**config.mk**
```make
export PLATFORM = sky130hd
export DESIGN_NAME = osrx_receiver
export DESIGN_NICKNAME = d
export VERILOG_FILES = /design/src/rtl/osrx_pkg.sv /design/src/rtl/osrx_vote3.sv /design/src/rtl/osrx_start_qual.sv /design/src/rtl/osrx_bit_engine.sv /design/src/rtl/osrx_receiver.sv
export SDC_FILE = /design/constraint.sdc
export NUM_CORES = 1
export LEC_CHECK = 0
export ABC_AREA = 1
export BUFFER_PORTS_ARGS = -buffer_cell sky130_fd_sc_hd__buf_2
export CAP_MARGIN = 20
export CORE_ASPECT_RATIO = 1.25
export CORE_MARGIN = 2
export CORE_UTILIZATION = 40
export DETAILED_ROUTE_END_ITERATION = 10
export GPL_TIMING_DRIVEN = 0
export HOLD_SLACK_MARGIN = 0.03
export PLACE_DENSITY = 0.59
export SETUP_SLACK_MARGIN = 0.05
export SLEW_MARGIN = 20
export SYNTH_ARGS = -nofsm -noshare
export SYNTH_HDL_FRONTEND = slang
export SYNTH_HIERARCHICAL = 1
export SYNTH_SLANG_ARGS = --single-unit
```
**constraint.sdc**
```tcl
create_clock -name clk -period 2.4 [get_ports clk]
set_input_delay 0.36 -clock clk [delete_from_list [all_inputs] [get_ports clk]]
set_output_delay 0.36 -clock clk [all_outputs]
set_load 0.005 [all_outputs]
```
**src/rtl/osrx_pkg.sv**
```systemverilog
package osrx_pkg;
  localparam int OSR       = 16;            // strobes per bit, fixed timeline
  localparam int PW        = $clog2(OSR) + 1;
  localparam int CENTER    = OSR / 2;       // mid-bit strobe
  localparam int START_END = 10;            // last strobe of the start check

  typedef enum logic [0:0] {Q_HUNT, Q_CHECK} qual_st_e;

  // Strobes of the start bit that take part in the decision.
  function automatic logic start_slot(input logic [PW-1:0] p);
    return p inside {PW'(3), PW'(5), PW'(7), PW'(8), PW'(9), PW'(10)};
  endfunction

  // 0: not a sample point, 1: first vote, 2: second vote, 3: final vote.
  function automatic logic [1:0] data_slot(input logic mode8, input logic [PW-1:0] p);
    logic [PW-1:0] step;
    step = mode8 ? PW'(2) : PW'(1);
    if (p == PW'(CENTER) - step) return 2'd1;
    if (p == PW'(CENTER))        return 2'd2;
    if (p == PW'(CENTER) + step) return 2'd3;
    return 2'd0;
  endfunction
endpackage

```
**src/rtl/osrx_vote3.sv**
```systemverilog
module osrx_vote3 (
  input  logic a_i,
  input  logic b_i,
  input  logic c_i,
  output logic y_o
);
  always_comb y_o = (a_i & b_i) | (a_i & c_i) | (b_i & c_i);
endmodule

```
**src/rtl/osrx_start_qual.sv**
```systemverilog
module osrx_start_qual
  import osrx_pkg::*;
#(
  parameter int IDLE_HIGHS = 3
) (
  input  logic clk,
  input  logic rst_n,
  input  logic tick_i,
  input  logic rx_i,
  input  logic hold_i,
  output logic go_o,
  output logic noisy_o,
  output logic hunting_o
);
  localparam int HW = $clog2(IDLE_HIGHS + 1);

  qual_st_e       st_q;
  logic [HW-1:0]  hc_q;
  logic [PW-1:0]  pos_q;
  logic [2:0]     ones_q;
  logic           noisy_q;

  logic [PW-1:0]  pos_n;
  logic           hit;
  logic [2:0]     ones_n;

  always_comb begin
    pos_n  = pos_q + PW'(1);
    hit    = start_slot(pos_n) & rx_i;
    ones_n = ones_q + {2'b00, hit};
    go_o   = tick_i && (st_q == Q_CHECK) && (pos_n == PW'(OSR));
  end

  assign noisy_o   = noisy_q;
  assign hunting_o = (st_q == Q_HUNT);

  always_ff @(posedge clk) begin
    if (!rst_n) begin
      st_q    <= Q_HUNT;
      hc_q    <= '0;
      pos_q   <= '0;
      ones_q  <= '0;
      noisy_q <= 1'b0;
    end else if (tick_i) begin
      case (st_q)
        Q_HUNT: begin
          if (hold_i) begin
            hc_q <= '0;
          end else if (rx_i) begin
            if (hc_q != HW'(IDLE_HIGHS)) hc_q <= hc_q + HW'(1);
          end else if (hc_q == HW'(IDLE_HIGHS)) begin
            st_q   <= Q_CHECK;
            pos_q  <= PW'(1);
            ones_q <= '0;
            hc_q   <= '0;
          end else begin
            hc_q <= '0;
          end
        end
        default: begin
          pos_q  <= pos_n;
          ones_q <= ones_n;
          if (pos_n == PW'(START_END)) begin
            if (ones_n >= 3'd2) st_q <= Q_HUNT;
            else                noisy_q <= (ones_n == 3'd1);
          end
          if (pos_n == PW'(OSR)) st_q <= Q_HUNT;
        end
      endcase
    end
  end

  AST_GO_ONLY_CLEAN: assert property (@(posedge clk) disable iff (!rst_n)
    go_o |-> (ones_q <= 3'd1));
  AST_CHECK_POS_RANGE: assert property (@(posedge clk) disable iff (!rst_n)
    (st_q == Q_CHECK) |-> (pos_q >= PW'(1) && pos_q < PW'(OSR)));
  AST_EDGE_AFTER_HIGHS: assert property (@(posedge clk) disable iff (!rst_n)
    $rose(st_q == Q_CHECK) |-> ($past(hc_q) == HW'(IDLE_HIGHS)));
endmodule

```
**src/rtl/osrx_bit_engine.sv**
```systemverilog
module osrx_bit_engine
  import osrx_pkg::*;
#(
  parameter int DATA_BITS = 8
) (
  input  logic                 clk,
  input  logic                 rst_n,
  input  logic                 tick_i,
  input  logic                 rx_i,
  input  logic                 mode8_i,
  input  logic                 go_i,
  input  logic                 noisy_i,
  output logic                 busy_o,
  output logic                 valid_o,
  output logic [DATA_BITS-1:0] data_o,
  output logic                 ferr_o,
  output logic                 noise_o
);
  localparam int IW = $clog2(DATA_BITS + 1);

  logic                 busy_q;
  logic [PW-1:0]        tcnt_q;
  logic [IW-1:0]        idx_q;
  logic [1:0]           smp_q;
  logic [DATA_BITS-1:0] sh_q;

  logic [PW-1:0]        pos_n;
  logic [1:0]           slot;
  logic                 bit_v;

  always_comb begin
    pos_n = tcnt_q + PW'(1);
    slot  = data_slot(mode8_i, pos_n);
  end

  osrx_vote3 u_vote (
    .a_i (smp_q[0]),
    .b_i (smp_q[1]),
    .c_i (rx_i),
    .y_o (bit_v)
  );

  assign busy_o = busy_q;

  always_ff @(posedge clk) begin
    if (!rst_n) begin
      busy_q  <= 1'b0;
      tcnt_q  <= '0;
      idx_q   <= '0;
      smp_q   <= '0;
      sh_q    <= '0;
      valid_o <= 1'b0;
      data_o  <= '0;
      ferr_o  <= 1'b0;
      noise_o <= 1'b0;
    end else begin
      valid_o <= 1'b0;
      ferr_o  <= 1'b0;
      noise_o <= 1'b0;
      if (go_i) begin
        busy_q <= 1'b1;
        tcnt_q <= '0;
        idx_q  <= '0;
      end else if (busy_q && tick_i) begin
        tcnt_q <= (pos_n == PW'(OSR)) ? '0 : pos_n;
        if (pos_n == PW'(OSR)) idx_q <= idx_q + IW'(1);
        case (slot)
          2'd1: smp_q[0] <= rx_i;
          2'd2: smp_q[1] <= rx_i;
          2'd3: begin
            if (idx_q == IW'(DATA_BITS)) begin
              valid_o <= 1'b1;
              data_o  <= sh_q;
              ferr_o  <= ~bit_v;
              noise_o <= noisy_i;
              busy_q  <= 1'b0;
            end else begin
              sh_q <= {bit_v, sh_q[DATA_BITS-1:1]};
            end
          end
          default: ;
        endcase
      end
    end
  end

  AST_GO_WHEN_FREE: assert property (@(posedge clk) disable iff (!rst_n)
    go_i |-> !busy_q);
  AST_VALID_PULSE: assert property (@(posedge clk) disable iff (!rst_n)
    valid_o |=> !valid_o);
  AST_VALID_ENDS_FRAME: assert property (@(posedge clk) disable iff (!rst_n)
    valid_o |-> (!busy_q && $past(busy_q)));
  AST_FERR_WITH_VALID: assert property (@(posedge clk) disable iff (!rst_n)
    ferr_o |-> valid_o);
  AST_NOISE_WITH_VALID: assert property (@(posedge clk) disable iff (!rst_n)
    noise_o |-> valid_o);
endmodule

```
**src/rtl/osrx_receiver.sv**
```systemverilog
module osrx_receiver #(
  parameter int DATA_BITS   = 8,
  parameter int SYNC_STAGES = 2,
  parameter int IDLE_HIGHS  = 3
) (
  input  logic                 clk,
  input  logic                 rst_n,
  input  logic                 rx_i,
  input  logic                 mode8_i,
  input  logic                 tick16_i,
  output logic [DATA_BITS-1:0] rx_data_o,
  output logic                 rx_valid_o,
  output logic                 frame_err_o,
  output logic                 noise_o
);
  logic rx_s;
  logic mode_q;
  logic go;
  logic noisy;
  logic hunting;
  logic eng_busy;

  generate
    if (SYNC_STAGES == 0) begin : g_nosync
      assign rx_s = rx_i;
    end else begin : g_sync
      logic [SYNC_STAGES-1:0] sync_q;
      always_ff @(posedge clk) begin
        if (!rst_n) sync_q <= '1;
        else        sync_q <= (sync_q << 1) | SYNC_STAGES'(rx_i);
      end
      assign rx_s = sync_q[SYNC_STAGES-1];
    end
  endgenerate

  // Ratio is frozen for the whole character.
  always_ff @(posedge clk) begin
    if (!rst_n)                    mode_q <= 1'b0;
    else if (hunting && !eng_busy) mode_q <= mode8_i;
  end

  osrx_start_qual #(
    .IDLE_HIGHS (IDLE_HIGHS)
  ) u_qual (
    .clk       (clk),
    .rst_n     (rst_n),
    .tick_i    (tick16_i),
    .rx_i      (rx_s),
    .hold_i    (eng_busy),
    .go_o      (go),
    .noisy_o   (noisy),
    .hunting_o (hunting)
  );

  osrx_bit_engine #(
    .DATA_BITS (DATA_BITS)
  ) u_engine (
    .clk     (clk),
    .rst_n   (rst_n),
    .tick_i  (tick16_i),
    .rx_i    (rx_s),
    .mode8_i (mode_q),
    .go_i    (go),
    .noisy_i (noisy),
    .busy_o  (eng_busy),
    .valid_o (rx_valid_o),
    .data_o  (rx_data_o),
    .ferr_o  (frame_err_o),
    .noise_o (noise_o)
  );

  AST_MODE_FROZEN: assert property (@(posedge clk) disable iff (!rst_n)
    (eng_busy && $past(eng_busy)) |-> $stable(mode_q));
  AST_NO_GO_WHILE_BUSY: assert property (@(posedge clk) disable iff (!rst_n)
    eng_busy |-> !go);
endmodule

```
**Word level (Yosys, flattened, before mapping)**

Index checks and enable logic that the tools add are counted.

- Bits in registers: 46
- Output and inout bits: 11
- Logic and storage cells: 120

- Add/sub/neg operators: 7
- $lt $le $gt $ge: 1
- Equal/unequal tests: 21
- Muxes and demuxes: 37
- Bitwise gates (word level): 15
- Reductions and logical operators: 22

Operators with widths:

| operator | count |
|---|---|
| $mux W5 | 5 |
| $eq A5 B4 Y1 const B | 4 |
| $mux W2 | 10 |
| $mux W1 | 18 |
| $reduce_and A4 Y1 | 4 |
| $mux W3 | 4 |
| $reduce_and A3 Y1 | 4 |
| $add A5 B1 Y5 const B | 2 |
| $eq A5 B3 Y1 const B | 2 |
| $eq A5 B5 Y1 | 2 |
| $eq A5 B5 Y1 const B | 2 |
| $not A1 Y1 | 8 |
| $reduce_bool A2 Y1 | 4 |
| $eq A2 B2 Y1 const B | 3 |
| $reduce_bool A6 Y1 | 1 |
| $add A4 B5 Y5 const A | 1 |
| $eq A5 B2 Y1 const B | 1 |
| $reduce_or A5 Y1 | 1 |
| $sub A4 B5 Y5 const A | 1 |
| $add A4 B1 Y4 const B | 1 |
| $and A1 B1 Y1 | 4 |
| $eq A4 B4 Y1 const B | 1 |
| $logic_and A1 B1 Y1 | 4 |
| $ne A2 B2 Y1 const B | 2 |
| other kinds (13) | 14 |

**Longest topological paths before layout**

- Depth after elaboration: 14
- Mapped depth: 18

**Modules after synthesis**

Netlist, hierarchy kept.

By module, submodules not included:

| module | times used | cells each | area each (um^2) |
|---|---|---|---|
| osrx_bit_engine | 1 | 202 | 1478.9 |
| osrx_start_qual | 1 | 113 | 773.2 |
| osrx_receiver | 1 | 13 | 105.1 |
| osrx_vote3 | 1 | 4 | 21.3 |

**Worst setup path before layout**

No wires, ideal clock.

- Kind: register -> register
- Start: register u_qual.pos_q[0]
- End: register u_qual.noisy_q, in the netlist u_qual/noisy_o
- Setup time: 110 ps
- Data arrival time: 2055 ps
- Required time: 2290 ps
- Slack: 235 ps
- Stages on the path, launching flop included: 18
- Buffers on the path: 0
- Period minus slack after synthesis: 2165 ps
- Cell sequence: dfxtp_1 -> ha_1 -> inv_1 -> nand2_1 -> nand2_2 -> nand3_2 -> inv_1 -> o21ai_0 -> nand3_1 -> nand2_1 -> inv_1 -> ha_1 -> ha_1 -> xor2_1 -> nor2_1 -> nand4_1 -> nand2_1 -> nor2_1

- Cells in the longest elaborated chain, start to end: 8
- Elaborated cells between the ends (all ways): 14

RTL lines:

| what | RTL line | RTL |
|---|---|---|
| start, declared | osrx_start_qual.sv:19 | `logic [PW-1:0] pos_q;` |
| start signal, assigned | osrx_start_qual.sv:61 | `pos_q <= pos_n;` |
| $add A5 B1 Y5 (*) | osrx_start_qual.sv:28 | `pos_n = pos_q + PW'(1);` |
| $eq A5 B2 Y1, or another cell as far along | osrx_pkg.sv:11 | `return p inside {PW'(3), PW'(5), PW'(7), PW'(8), PW'(9), PW'(10)};` |
| $reduce_bool A6 Y1 | osrx_pkg.sv:11 |  |
| $and A1 B1 Y1 | osrx_start_qual.sv:29 | `hit = start_slot(pos_n) & rx_i;` |
| $add A3 B1 Y3 | osrx_start_qual.sv:30 | `ones_n = ones_q + {2'b00, hit};` |
| $ge A3 B2 Y1 | osrx_start_qual.sv:64 | `if (ones_n >= 3'd2) st_q <= Q_HUNT;` |
| $not A1 Y1 (no source line) | - |  |
| $reduce_and A4 Y1 (no source line) | - |  |
| end signal, assigned | osrx_start_qual.sv:65 | `else noisy_q <= (ones_n == 3'd1);` |
| end, declared | osrx_start_qual.sv:21 | `logic noisy_q;` |

Mark *: on every way between the ends. The rest lies on a longest branch, timed or not.
A chain may end at the register's enable or synchronous reset.

**Final worst setup path**

Ends and elaborated chain as after synthesis.

==> impl_metrics.env <==
export IMPL_outcome="finished clean"
export IMPL_hp_class="primary input to flop"
export IMPL_finClkSkew_ns=0.008870
export IMPL_synth_nets=349
export IMPL_cp_depth=17
export IMPL_io_buffer_count=15
export IMPL_die_w_microns=72.97
export IMPL_rsz0062_at_grt="true"
export IMPL_slew_headroom_pct=69.49
export IMPL_clock_sinks=46
export IMPL_antenna_found_initial=0
export IMPL_crit_family="simple AND/OR/NAND/NOR gates"
export IMPL_die_y_microns=90.22
export IMPL_grt_pass1_vias=1780
export IMPL_avgViaCountPerCell=4.765
export IMPL_post_synth_top_count_cell="nand2_1"
export IMPL_overflow=0
export IMPL_layout_cells_non_filler=422
export IMPL_crit_type="flop to flop"
export IMPL_crit_buf_inv=3
export IMPL_seqCellArea_sq_um=929.6
export IMPL_grtUsageTotal_pct=15.00
export IMPL_maxCapViolCount=0
export IMPL_crit_path_end_kind="flop"
export IMPL_crit_slowest_cell="dfxtp_4"
export IMPL_cts_buffers=5
export IMPL_r2r_start="u_qual/pos_q[0]$_SDFFE_PN0P_"
export IMPL_dpl_cell_count=413
export IMPL_drtAntennaViolNets=0
export IMPL_crit_end="u_qual/noisy_o$_SDFFE_PN0P_"
export IMPL_avgSynthCellArea_sq_um=7.164
export IMPL_r2r_cells=17
export IMPL_finalWirelength_mm=4.574
export IMPL_fp_row_count=31
export IMPL_cts_buffer_depth=2
export IMPL_fillCellCount=593
export IMPL_reg2reg_slack_ns=0.22
export IMPL_grt_max_degree=14
export IMPL_whs_path_depth=3
export IMPL_critPathLaunch="u_qual/pos_q[0]$_SDFFE_PN0P_"
export IMPL_pin_count=16
export IMPL_initial_core_util_pct=41.16
export IMPL_p_leak_nw=1.298
export IMPL_synth_cell_types=28
export IMPL_yosys_top_cells_count="nand2_1, inv_1, dfxtp_1, nor2_1, nand3_1"
export IMPL_syn_cell_area_sq_um=2379
export IMPL_place_gp_congestion=0.8264
export IMPL_peakVddDrop_v=0.0003250
export IMPL_fin_area_sq_um=2695
export IMPL_cts_hold_buf=0
export IMPL_arrival_ns=2.38
export IMPL_area_growth_pct=13.31
export IMPL_clock_tree_root_cell="clkbuf_8"
export IMPL_timing_final_ws_setup_ns=0.2210
export IMPL_yosysSeqAreaShare_pct=38.72
export IMPL_drc=0
export IMPL_critPathMaxFanout=8
export IMPL_yosys_warnings=6
export IMPL_hold_viol=0
export IMPL_multi_input_area_sq_um=1275
export IMPL_fmax_mhz=458.9
export IMPL_worstPathRequired_ns=2.60
export IMPL_die_area_sq_um=6583
export IMPL_diodes=0
export IMPL_wl_per_cell_microns=10.84
export IMPL_yosys_most_used_dff="dfxtp_1"
export IMPL_drive_above_1_share_pct=15.73
export IMPL_dp_hpwl_mm=3.267
export IMPL_core_area_sq_um=5779
export IMPL_grt_pass1_wl_mm=7.866
export IMPL_nets=372
export IMPL_setup_viol=0
export IMPL_p_per_area_nw_per_um2=511.9
export IMPL_placedInstanceArea_sq_um=2536
export IMPL_crit_chain="ha_4 > inv_1 > nand2_2 > nand2_4 > nand3_4 > inv_2 > o21ai_2 > nand3_1 > nand2_1 > inv_1 > ha_1 > ha_1 > xor2_1 > nor2_2 > nand4_1 > nand2_1 > nor2_1"
export IMPL_clk_latency_ns=0.30
export IMPL_post_place_ws_ns=-0.04869
export IMPL_netlist_area_leader_share_pct=38.72
export IMPL_synth_seq_cells=46
export IMPL_synth_edf_count=0
export IMPL_cts_tree="built"
export IMPL_timing_rr_end="u_qual/noisy_o$_SDFFE_PN0P_"
export IMPL_ys_async_sr_fraction_pct=0
export IMPL_finalCriticalPeriod_ns=2.179
export IMPL_num_vias=2011
export IMPL_worst_slew_pin_slew_ns=0.4576
export IMPL_period_share_pct=90.79
export IMPL_synth_area_top_cells="dfxtp_1, nand2_1, inv_1"
export IMPL_synth_largest_area_cell="dfxtp_1"
export IMPL_worst_setup_path_start_kind="flop"
export IMPL_synth_cells=332
export IMPL_clk_pin_slew_worst_paths_ns=0.09
export IMPL_finalPower_mw=1.380
export IMPL_slew_violations=0
export IMPL_dr_pass1_iters=4
export IMPL_cpPeakStageDelay_ns=0.41
export IMPL_h_tree_depth=2
export IMPL_drt_iter0_drc=79
[registers in the layout, summed over array words and instances (netlist names)]
| signal | cells |
|---|---|
| u_qual/noisy_o | 1 |
| u_engine/busy_o | 1 |
| u_engine/valid_o | 1 |
| u_engine/idx_q | 4 |
| u_qual/pos_q | 5 |
| u_engine/noise_o | 1 |
| u_engine/ferr_o | 1 |
| g_sync.sync_q | 2 |
| u_qual/st_q | 1 |
| u_qual/hc_q | 2 |
| u_engine/tcnt_q | 5 |
| u_qual/ones_q | 3 |
| mode_q | 1 |
| u_engine/smp_q | 2 |
| u_engine/sh_q | 8 |
| u_engine/data_o | 8 |
[worst reg2reg max path: stages, from the launching register on]
cell and delay [ns]:
dfxtp_4 0.41, ha_4 0.16, inv_1 0.05, nand2_2 0.08
nand2_4 0.07, nand3_4 0.10, inv_2 0.05, o21ai_2 0.04
nand3_1 0.10, nand2_1 0.08, inv_1 0.04, ha_1 0.17
ha_1 0.18, xor2_1 0.16, nor2_2 0.17, nand4_1 0.11
nand2_1 0.07, nor2_1 0.04
[stage by stage]
| step | setup TNS (ns) | hold slack (ns) | util [%] |
|---|---|---|---|
| after global placement | -0.04289 | 0.3846 | 43.88 |
| final | 0 | 0.2339 | 46.63 |
| after global routing | 0 | 0.2577 | 46.63 |
| after detailed placement | -0.08127 | 0.3866 | 43.88 |
| after floorplan | 0 | 0.3795 | - |
| after CTS | 0 | 0.2226 | 45.81 |
[cell type report]
| class | instances | share of cell area, % |
|---|---|---|
| Buffer | 4 | 0.9285 |
| Clock buffer | 7 | 2.832 |
| Clock inverter | 1 | 1.114 |
| Inverter | 51 | 7.196 |
| Multi-Input combinational cell | 231 | 47.31 |
| Sequential cell | 46 | 34.49 |
| Tap cell | 66 | 3.064 |
| Timing Repair Buffer | 16 | 3.064 |
[cell families after synthesis]
| logic type | Yosys count | synth area share, % |
|---|---|---|
| AOI/OAI and AO/OA | 27 | 5.997 |
| xor gates and xnor gates | 3 | 1.105 |
| adders and majority gates | 12 | 6.312 |
| buffers and inverters | 55 | 9.206 |
| DFF | 46 | 38.72 |
| and+or+nand+nor | 189 | 38.66 |
[routing by layer]
metal  global-route usage [%]  vias to the layer above  share of wire [%]
met2                    24.77                       19                 48
met5                        0                        -                  0
li1                         -                     1079                  -
met3                    3.475                       11                2.4
met1                    18.66                      902                 47
met4                    5.556                        0                2.1
[cell usage in the layout, fill, tap and decap left out, types with 2 or more instances in the layout]
cell type,Yosys,layout
clkbuf_8,0,5
buf_2,2,17
nand2_1,90,89
nand3_4,2,3
nand4_1,7,7
clkbuf_1,1,3
nand2_4,1,2
a21oi_1,15,15
nor3_1,4,4
nand3_1,21,21
nand3_2,4,3
ha_1,12,11
nor2_2,2,4
nor2_8,2,2
dfxtp_4,0,2
nand2_2,6,6
nand4_4,2,2
o21ai_0,9,7
nor2_1,46,44
inv_1,50,49
dfxtp_1,46,43
xor2_1,2,2
[repair_timing]
| item | CTS | global route |
|---|---|---|
| setup buffers | 0 | 1 |
| endpoints found under the setup margin | 2 | 16 |
| pin swaps | 0 | 8 |
| gates resized for setup | 3 | 13 |
[worst min path at each step]
stage,startpoint,to,slack (ns)
final,rx_i,g_sync.sync_q[0]$_SDFF_PN1_,0.23
after global routing,rx_i,g_sync.sync_q[0]$_SDFF_PN1_,0.26
after CTS,rx_i,g_sync.sync_q[0]$_SDFF_PN1_,0.22
after detailed placement,g_sync.sync_q[0]$_SDFF_PN1_,g_sync.sync_q[1]$_SDFF_PN1_,0.39
after global placement,g_sync.sync_q[0]$_SDFF_PN1_,g_sync.sync_q[1]$_SDFF_PN1_,0.38
after floorplan,g_sync.sync_q[0]$_SDFF_PN1_,g_sync.sync_q[1]$_SDFF_PN1_,0.38
[power by group]
group	switching (mW)	leakage, nW	internal, mW
logic	0.0296	0.872	0.0138
clock network	0.254	0.0524	0.312
registers	0.00460	0.374	0.766
total	0.288	1.30	1.09
(Power assumes the default switching activity.)
